==> config.mk <==
export PLATFORM = sky130hd
export DESIGN_NAME = tri_line_span
export DESIGN_NICKNAME = d
export VERILOG_FILES = /design/src/rtl/tls_pkg.sv /design/src/rtl/tls_span_sub.sv /design/src/rtl/tls_span_mul.sv /design/src/rtl/tls_span_int.sv /design/src/rtl/tls_pipe_delay.sv /design/src/rtl/tri_line_span.sv
export SDC_FILE = /design/constraint.sdc
export NUM_CORES = 1
export LEC_CHECK = 0
export BUFFER_PORTS_ARGS = -buffer_cell sky130_fd_sc_hd__buf_2
export CAP_MARGIN = 5
export CORE_MARGIN = 2
export CORE_UTILIZATION = 50
export CTS_CLUSTER_DIAMETER = 200
export DETAILED_ROUTE_END_ITERATION = 7
export PLACE_DENSITY_LB_ADDON = 0.3
export REMOVE_ABC_BUFFERS = 1
export SLEW_MARGIN = 20
export SYNTH_ARGS = -nofsm -noshare
export SYNTH_HDL_FRONTEND = slang
export SYNTH_HIERARCHICAL = 1
export SYNTH_SLANG_ARGS = --single-unit
export TNS_END_PERCENT = 5
==> constraint.sdc <==
create_clock -name clk -period 7.1 [get_ports clk]
set_clock_uncertainty 0.1 [all_clocks]
set_input_delay 1.065 -clock clk [delete_from_list [all_inputs] [get_ports clk]]
set_output_delay 1.065 -clock clk [all_outputs]
set_load 0.005 [all_outputs]
==> src/rtl/tls_pkg.sv <==
package tls_pkg;

    // Unpacked positive float: hidden bit kept in mant[23]
    typedef struct packed {
        logic        zero;
        logic [7:0]  exp;
        logic [23:0] mant;
    } tls_fp_t;

    // Product with exponent overflow flag
    typedef struct packed {
        logic        zero;
        logic        big;
        logic [7:0]  exp;
        logic [23:0] mant;
    } tls_prod_t;

    // Operands after exponent alignment
    typedef struct packed {
        logic        zero;
        logic [7:0]  ex;
        logic [23:0] mx;
        logic [23:0] ma;
    } tls_align_t;

    function automatic logic [4:0] tls_lzc24(input logic [23:0] v);
        logic [4:0] n;
        logic       found;
        n     = 5'd24;
        found = 1'b0;
        for (int i = 23; i >= 0; i--) begin
            if (!found && v[i]) begin
                n     = 5'(23 - i);
                found = 1'b1;
            end
        end
        return n;
    endfunction

endpackage

==> src/rtl/tls_span_sub.sv <==
module tls_span_sub
    import tls_pkg::*;
(
    input  logic        clk,
    input  logic        rst_n,
    input  logic [31:0] y_top,
    input  logic [31:0] y_bot,
    output tls_fp_t     diff_q
);

    tls_align_t al_d, al_q;
    tls_fp_t    diff_d;

    // Stage 1: compare and align the smaller operand
    always_comb begin
        logic [7:0]  ea;
        logic [7:0]  sh;
        logic [23:0] ma_full;
        al_d      = '0;
        ea        = y_top[30:23];
        al_d.ex   = y_bot[30:23];
        al_d.mx   = {(y_bot[30:23] != 8'd0), y_bot[22:0]};
        ma_full   = {(ea != 8'd0), y_top[22:0]};
        sh        = al_d.ex - ea;
        al_d.ma   = ma_full >> sh;
        al_d.zero = !(y_bot > y_top);
    end

    // Stage 2: subtract and renormalise
    always_comb begin
        logic [23:0] d;
        logic [4:0]  lz;
        diff_d      = '0;
        d           = al_q.mx - al_q.ma;
        lz          = tls_lzc24(d);
        diff_d.exp  = al_q.ex - {3'b000, lz};
        diff_d.mant = d << lz;
        diff_d.zero = al_q.zero || (d == 24'd0) || ({3'b000, lz} >= al_q.ex);
    end

    always_ff @(posedge clk or negedge rst_n) begin
        if (!rst_n) begin
            al_q   <= '0;
            diff_q <= '0;
        end else begin
            al_q   <= al_d;
            diff_q <= diff_d;
        end
    end

endmodule

==> src/rtl/tls_span_mul.sv <==
module tls_span_mul
    import tls_pkg::*;
#(
    parameter logic [31:0] SCALE = 32'h43700000
) (
    input  logic      clk,
    input  logic      rst_n,
    input  tls_fp_t   a,
    output tls_prod_t p_q
);

    localparam logic [7:0]  C_EXP  = SCALE[30:23];
    localparam logic [23:0] C_MANT = {1'b1, SCALE[22:0]};
    localparam logic        C_OFF  = SCALE[31] || (SCALE[30:23] == 8'd0);
    localparam int          BIAS   = 127;

    tls_prod_t p_d;

    always_comb begin
        logic [47:0] prod;
        logic [23:0] m24;
        logic [24:0] m25;
        logic        guard;
        logic        sticky;
        int          e;
        p_d  = '0;
        prod = 48'(a.mant) * 48'(C_MANT);
        if (prod[47]) begin
            m24    = prod[47:24];
            guard  = prod[23];
            sticky = |prod[22:0];
            e      = int'(a.exp) + int'(C_EXP) - BIAS + 1;
        end else begin
            m24    = prod[46:23];
            guard  = prod[22];
            sticky = |prod[21:0];
            e      = int'(a.exp) + int'(C_EXP) - BIAS;
        end
        // round to nearest, ties to even
        m25 = {1'b0, m24} + {24'd0, guard && (sticky || m24[0])};
        if (m25[24]) begin
            p_d.mant = m25[24:1];
            e        = e + 1;
        end else begin
            p_d.mant = m25[23:0];
        end
        p_d.zero = a.zero || C_OFF || (e <= 0);
        p_d.big  = (e >= 255);
        p_d.exp  = 8'(e);
    end

    always_ff @(posedge clk or negedge rst_n) begin
        if (!rst_n) p_q <= '0;
        else        p_q <= p_d;
    end

endmodule

==> src/rtl/tls_span_int.sv <==
module tls_span_int
    import tls_pkg::*;
#(
    parameter int ROWS  = 240,
    parameter int CNT_W = 9
) (
    input  logic             clk,
    input  logic             rst_n,
    input  tls_prod_t        p,
    output logic [CNT_W-1:0] lines_q
);

    localparam int BIAS = 127;
    localparam int LIM  = BIAS + CNT_W;
    localparam int FRAC = 23;

    logic [CNT_W-1:0] lines_d;

    always_comb begin
        logic [23:0] v;
        int          sh;
        sh      = BIAS + FRAC - int'(p.exp);
        v       = p.mant >> sh;
        lines_d = '0;
        if (p.zero) begin
            lines_d = '0;
        end else if (p.big || int'(p.exp) >= LIM) begin
            lines_d = CNT_W'(ROWS);
        end else if (int'(p.exp) < BIAS) begin
            lines_d = '0;
        end else if (v > 24'(ROWS)) begin
            lines_d = CNT_W'(ROWS);
        end else begin
            lines_d = v[CNT_W-1:0];
        end
    end

    always_ff @(posedge clk or negedge rst_n) begin
        if (!rst_n) lines_q <= '0;
        else        lines_q <= lines_d;
    end

endmodule

==> src/rtl/tls_pipe_delay.sv <==
module tls_pipe_delay #(
    parameter int W     = 73,
    parameter int DEPTH = 4
) (
    input  logic         clk,
    input  logic         rst_n,
    input  logic         in_valid,
    input  logic [W-1:0] in_data,
    output logic         out_valid,
    output logic [W-1:0] out_data
);

    logic [DEPTH-1:0] vld_q;
    logic [W-1:0]     dat_q [DEPTH];

    for (genvar g = 0; g < DEPTH; g++) begin : g_stage
        logic         vld_d;
        logic [W-1:0] dat_d;
        if (g == 0) begin : g_head
            always_comb begin
                vld_d = in_valid;
                dat_d = in_data;
            end
        end else begin : g_body
            always_comb begin
                vld_d = vld_q[g-1];
                dat_d = dat_q[g-1];
            end
        end
        always_ff @(posedge clk or negedge rst_n) begin
            if (!rst_n) vld_q[g] <= 1'b0;
            else        vld_q[g] <= vld_d;
        end
        always_ff @(posedge clk) begin
            dat_q[g] <= dat_d;
        end
    end

    assign out_valid = vld_q[DEPTH-1];
    assign out_data  = dat_q[DEPTH-1];

endmodule

==> src/rtl/tri_line_span.sv <==
module tri_line_span
    import tls_pkg::*;
#(
    parameter logic [31:0] SCALE = 32'h43700000,
    parameter int          ROWS  = 240,
    parameter int          CNT_W = 9
) (
    input  logic             clk,
    input  logic             rst_n,
    input  logic             in_valid,
    input  logic [31:0]      in_ay,
    input  logic [31:0]      in_by,
    input  logic [31:0]      in_cy,
    input  logic [23:0]      in_a_rgb,
    input  logic [23:0]      in_b_rgb,
    input  logic [23:0]      in_c_rgb,
    output logic             out_valid,
    output logic [CNT_W-1:0] out_lines,
    output logic             out_sel,
    output logic [23:0]      out_a_rgb,
    output logic [23:0]      out_b_rgb,
    output logic [23:0]      out_c_rgb
);

    localparam int LAT    = 4;
    localparam int SIDE_W = 1 + 3 * 24;

    logic              pick_c;
    logic [31:0]       y_low;
    logic [SIDE_W-1:0] side_in;
    logic [SIDE_W-1:0] side_out;
    tls_fp_t           diff_q;
    tls_prod_t         prod_q;

    always_comb begin
        pick_c  = (in_cy > in_by);
        y_low   = pick_c ? in_cy : in_by;
        side_in = {pick_c, in_a_rgb, in_b_rgb, in_c_rgb};
    end

    tls_span_sub u_sub (
        .clk    (clk),
        .rst_n  (rst_n),
        .y_top  (in_ay),
        .y_bot  (y_low),
        .diff_q (diff_q)
    );

    tls_span_mul #(.SCALE(SCALE)) u_mul (
        .clk   (clk),
        .rst_n (rst_n),
        .a     (diff_q),
        .p_q   (prod_q)
    );

    tls_span_int #(.ROWS(ROWS), .CNT_W(CNT_W)) u_int (
        .clk     (clk),
        .rst_n   (rst_n),
        .p       (prod_q),
        .lines_q (out_lines)
    );

    tls_pipe_delay #(.W(SIDE_W), .DEPTH(LAT)) u_side (
        .clk       (clk),
        .rst_n     (rst_n),
        .in_valid  (in_valid),
        .in_data   (side_in),
        .out_valid (out_valid),
        .out_data  (side_out)
    );

    assign out_sel   = side_out[SIDE_W-1];
    assign out_a_rgb = side_out[71:48];
    assign out_b_rgb = side_out[47:24];
    assign out_c_rgb = side_out[23:0];

endmodule

; Word-level counts from Yosys, hierarchy flattened
; Memory sizes are Yosys's and may differ from the RTL's.
; Index checks and enable logic that the tools add are counted.
[classes]
n_addsub = 9
mul = 1
order_cmp = 8
shift = 3
muxes = 58
n_reduce_logical = 58
[ops]
columns = op, n
row1 = 2-to-1 mux 5 bit, 24
row2 = 2-to-1 mux 32 bit, 3
row3 = "adder 32 x 2 -> 32 bit, second input constant", 2
row4 = greater-than comparator 32 bit, 2
row5 = 2-to-1 mux 24 bit, 2
row6 = 2-to-1 mux 9 bit, 4
row7 = "greater-or-equal comparator 32 x 9 -> 1 bit, second input constant", 1
row8 = "<= comparator 32 x 1 -> 1 bit, second input constant", 1
row9 = right shift 24 x 32 -> 24 bit, 1
row10 = "subtractor 32 x 8 -> 32 bit, second input constant", 1
row11 = "multiplier 24 x 4 -> 28 bit, second input constant", 1
row12 = adder 24 x 1 -> 25 bit, 1
row13 = 2-to-1 mux 1 bit, 25
row14 = "greater-than comparator 24 x 8 -> 1 bit, second input constant", 1
row15 = logical AND 1 bit, 24
row16 = logical NOT 1 bit, 24
row17 = logical NOT 24 bit, 1
row18 = << shifter 24 x 5 -> 24 bit, 1
row19 = right shift 24 x 8 -> 24 bit, 1
row20 = subtractor 24 bit, 1
row21 = nonzero test 8 bit, 2
row22 = "adder 8 x 8 -> 9 bit, second input constant", 1
row23 = "subtractor 8 x 8 -> 9 bit, first input constant", 1
row24 = greater-or-equal comparator 5 x 8 -> 1 bit, 1
row25 = 7 further kinds, 11
[word_totals]
regBits = 137
ram_bits = 292
inputBits = 171
output_inout_bits = 83
wordCells = 154
n_memories = 1
[memory_table]
columns = memory, words, width, read_ports, rd_ports_with_merged_regs, write_ports, line
row1 = u_side.dat_q, 4, 73, 4, 0, 4, tls_pipe_delay.sv:14  ; logic [W-1:0] dat_q [DEPTH];

; Depth between registers and ports, before layout
[depth]
word_depth = 73
mapped_depth = 27
ltp_nobuf = 25

; By module
; Netlist, hierarchy kept.
[modules_own_cells]
columns = mod, n_inst, cells_each, area_per_inst_um2, seq_area_each_um2
row1 = tls_span_sub, 1, 944, 7866.3, 2252.2
row2 = tls_span_mul, 1, 791, 6381.1, 850.8
row3 = tls_pipe_delay, 1, 296, 5945.7, 5945.7
row4 = tls_span_int, 1, 228, 1840.5, 225.2
row5 = tri_line_span, 1, 150, 1223.7, 0.0

; Least setup slack after synthesis
; No wires, ideal clock.
[synth_timing]
kind = flip-flop to flip-flop
start = register, netlist name u_sub/diff_q[21]
end = register u_mul/p_q[32] in the netlist's numbering
setup_ns = 0.110
t_arrival_ns = 6.253
required_time_ns = 6.890
path_slack_ns = 0.636
path_stages_with_launch = 25
path_buffers = 4
synth_period_minus_slack_ns = 6.464
cell_sequence = dfrtp_1 > inv_1 > fa_1 > fa_1 > inv_1 > ha_1 > buf_2 > a21oi_1 > o21ai_1 > a21oi_2 > mux2_2 > nor3_4 > buf_2 > clkbuf_1 > clkbuf_1 > nand2_1 > o21ai_0 > ha_1 > nand2_1 > nor4_4 > and4_1 > o211ai_2 > or4_4 > xnor2_1 > o41ai_1
[synth_lines]
columns = element, line
row1 = end signal: assignment, tls_span_mul.sv:54  ; else p_q <= p_d;
row2 = end: declaration, tls_span_mul.sv:9  ; output tls_prod_t p_q

==> results.cfg <==
[setup_path]
end_kind = flip-flop
cp_max_fo = 9
r2r_end = u_mul/p_q[32]$_DFF_PN0_
reg2reg_depth = 20
r2r_start = u_sub/diff_q[21]$_DFF_PN0_
rrSetupSlack_ns = 0.43
critPathKind = flip-flop to flip-flop
required_ns = 7.39
crit_arrival_ns = 6.96
startpoint_type = flip-flop

[synthesis]
synth_compound_area_share_pct = 17.6
synth_xor_area_share_pct = 3.81
yosysUniqueCellTypes = 127
synth_area_um2 = 23300
synth_mux_area_share_pct = 6.52
seq_area_frac_synth_pct = 39.9
synth_adder_area_share_pct = 11.3
yosys_most_used_dff = dfxtp_1
netlist_instances = 2409
ys_warn_count = 6
synth_area_per_cell_um2 = 9.65
synthArstFlopShare_pct = 31.9
synth-simple-area-share_pct = 15.6
synth_top_family_by_area = compound AO/OA/AOI/OAI gates
synth_edf_count = 0
synth.ff_latch_count = 429

[route]
dr_total_vias = 18666
wl_per_cell_um = 17.1
drc_errors = 0
first_iter_violations = 1190
viasPerCell = 5.69
firstDrtPassIters = 6
final_antenna_net_count = 0
wirelength_um = 56200

[sta]
rsz0062_at_grt = false
final.min_clock_period_ns = 6.67
hold_viol = 0
maxSlewHeadroom_pct = 27.8
worst_slew_pin_slew_ns = 1.08
setup_viol = 0
hold-worst-slack_ns = 0.211
fin_tns_setup_ns = 0
final_max_slew_viol_count = 0
post-route-period-util_pct = 93.9
timing.fmax_ghz = 0.150

[floorplanning]
die_x_um = 220
core-area_um2 = 46300
rows = 79
fp.dieH_um = 220
start_util_pct = 50.3
ios = 254
dieArea_um2 = 48300

[finish]
fillers = 4009
nNetsFinal = 2989
final_common_cell = dfxtp_1
final_cell_mix = dfxtp_1, buf_2, inv_1, nand2_1, a21oi_1
area_growth_syn_to_layout_pct = 13.6
final-instance-count-excl-fill = 3279
layout-drive-gt1-share_pct = 17.8
final_util_pct = 57.1

[clock_network]
clock_latency_ns = 0.56
cts_sinks = 429
cts_tree = done
cts_max_path_buffers = 3
ctsHoldBuffers = 0
htree_levels = 2
clk_root_buffer_cell = clkbuf_16
clk_pin_slew_ns = 0.07
numCtsBuffers = 43

[worst_hold_path]
hold_path_depth = 0
worstHoldEndpoint = u_side/dat_q[1][57]$_DFF_P_
hold_class = flip-flop to flip-flop
worstHoldStart = u_side/dat_q[0][57]$_DFF_P_

[placement]
portBuffers = 253
routabilityCongestion = 0.895
dpl.hpwl_um = 43900
dp_cells = 3199

[global_routing]
grt_max_degree = 71
grt_pass1_wl_um = 90600
grt-ovfl-total = 0
antenna_found_initial = 2
grt_usage_pct = 23.0
grt_pass1_vias = 18263

[outcome]
status = finished, final reports clean

[run]
drv_cap = 0
## kinds of logic (layout without fill, tap and decap cells)
| family | count (synthesis) | after routing |
|---|---|---|
| other | 1 | 3 |
| AND/OR/NAND/NOR | 697 | 697 |
| buffers and inverters | 294 | 555 |
| XOR/XNOR | 97 | 97 |
| AO/OA/AOI/OAI | 585 | 585 |
| multiplexers | 125 | 125 |
| flip-flops | 429 | 429 |
| adder cells (fa/ha/maj) | 181 | 181 |
## worst max-delay path by stage
stage                                from                 endpoint  depth (start not counted)
2_1_floorplan  u_sub/diff_q[21]$_DFF_PN0_  u_mul/p_q[33]$_DFF_PN0_                         22
3_3_place_gp   u_sub/diff_q[10]$_DFF_PN0_  u_mul/p_q[32]$_DFF_PN0_                         20
3_5_place_dp   u_sub/diff_q[11]$_DFF_PN0_  u_mul/p_q[32]$_DFF_PN0_                         20
4_1_cts        u_sub/diff_q[11]$_DFF_PN0_  u_mul/p_q[32]$_DFF_PN0_                         20
5_1_grt        u_sub/diff_q[12]$_DFF_PN0_  u_mul/p_q[32]$_DFF_PN0_                         20
6_report       u_sub/diff_q[21]$_DFF_PN0_  u_mul/p_q[32]$_DFF_PN0_                         20
## through the flow
stage	instance area, um^2	setup WS [ns]
3_5_place_dp	25000	0.322
4_1_cts	26400	0.280
3_3_place_gp	25000	0.448
2_1_floorplan	22800	0.118
6_report	26400	0.433
5_1_grt	26400	0.0652
## final cells by class
class	instances	area (um^2)	share of cell area (%)
well taps	607	759	2.87
inverters	204	768	2.91
clock inverters	20	228	0.862
clock buffers	58	1200	4.55
diodes	2	5.00	0.0189
multi-input cells	1686	12800	48.3
flip-flops and latches	429	9270	35.1
repair buffers	273	1420	5.39
## state kept, by name (all words and copies together), names as in the netlist
register	count
u_mul/p_q	34
u_side/g_stage.vld_d	3
u_sub/diff_q	33
u_side/out_valid	1
u_side/dat_q	292
u_int/lines_q	9
u_sub/al_q	57
## critical path, stage by stage (launching register included)
cell      delay, ns
dfrtp_1        0.41
inv_1          0.22
fa_1           0.50
fa_1           0.54
inv_1          0.05
ha_1           0.44
nand2_2        0.17
or4_1          0.60
nor2_1         0.16
a21boi_2       0.37
o31ai_2        0.17
o21a_1         0.17
nor2_1         0.12
ha_1           0.24
nand2_1        0.12
nor4_4         0.44
and4_1         0.32
o211ai_2       0.15
or4_4          0.54
xnor2_1        0.18
o41ai_1        0.53
## cells in the mapped netlist, types with 11 or more instances
library cell,instances,share of area [%]
mux4_2,16,1.5
mux2i_1,60,2.6
dfrtp_1,137,15
o2111ai_1,12,0.45
a31oi_1,25,0.67
xor2_1,29,1.1
o21ai_0,101,2.2
nand2b_1,18,0.48
mux2_2,16,0.77
nand3_1,64,1.4
a21o_1,30,0.97
buf_6,14,0.68
or2_2,14,0.38
or3_1,12,0.32
dfxtp_1,292,25
ha_1,133,7.2
nor2_1,146,2.4
o21ai_1,13,0.28
o21a_1,15,0.48
or4_1,11,0.36
inv_1,198,3.2
o211ai_1,22,0.71
nor4_1,17,0.46
fa_1,48,4.1
a211oi_1,30,0.97
and2_1,26,0.70
and3_1,20,0.54
nand4_1,42,1.1
mux2_1,32,1.5
nor2b_1,20,0.54
buf_2,17,0.37
clkbuf_1,51,0.82
a21oi_1,160,3.4
nor3_1,45,0.97
nand2_1,198,3.2
xnor2_1,63,2.4
## layer usage
metal / GRT usage (%) / routed length [um] / up-vias
met5: 0 / 28 / -
li1: - / - / 9064
met4: 6.73 / 1230 / 4
met3: 3.75 / 3050 / 90
met2: 40.8 / 28200 / 581
met1: 28.9 / 23700 / 8927
## repair_timing
| action | in CTS | in global routing |
|---|---|---|
| buffers inserted | 0 | 0 |
| resized for setup | 0 | 1 |
| hold endpoints to repair | 0 | 0 |
| endpoints found under the setup margin | 0 | 1 |
Power is not shown: default switching activity piles up to over one toggle a cycle in this logic, so the estimate is an artifact.
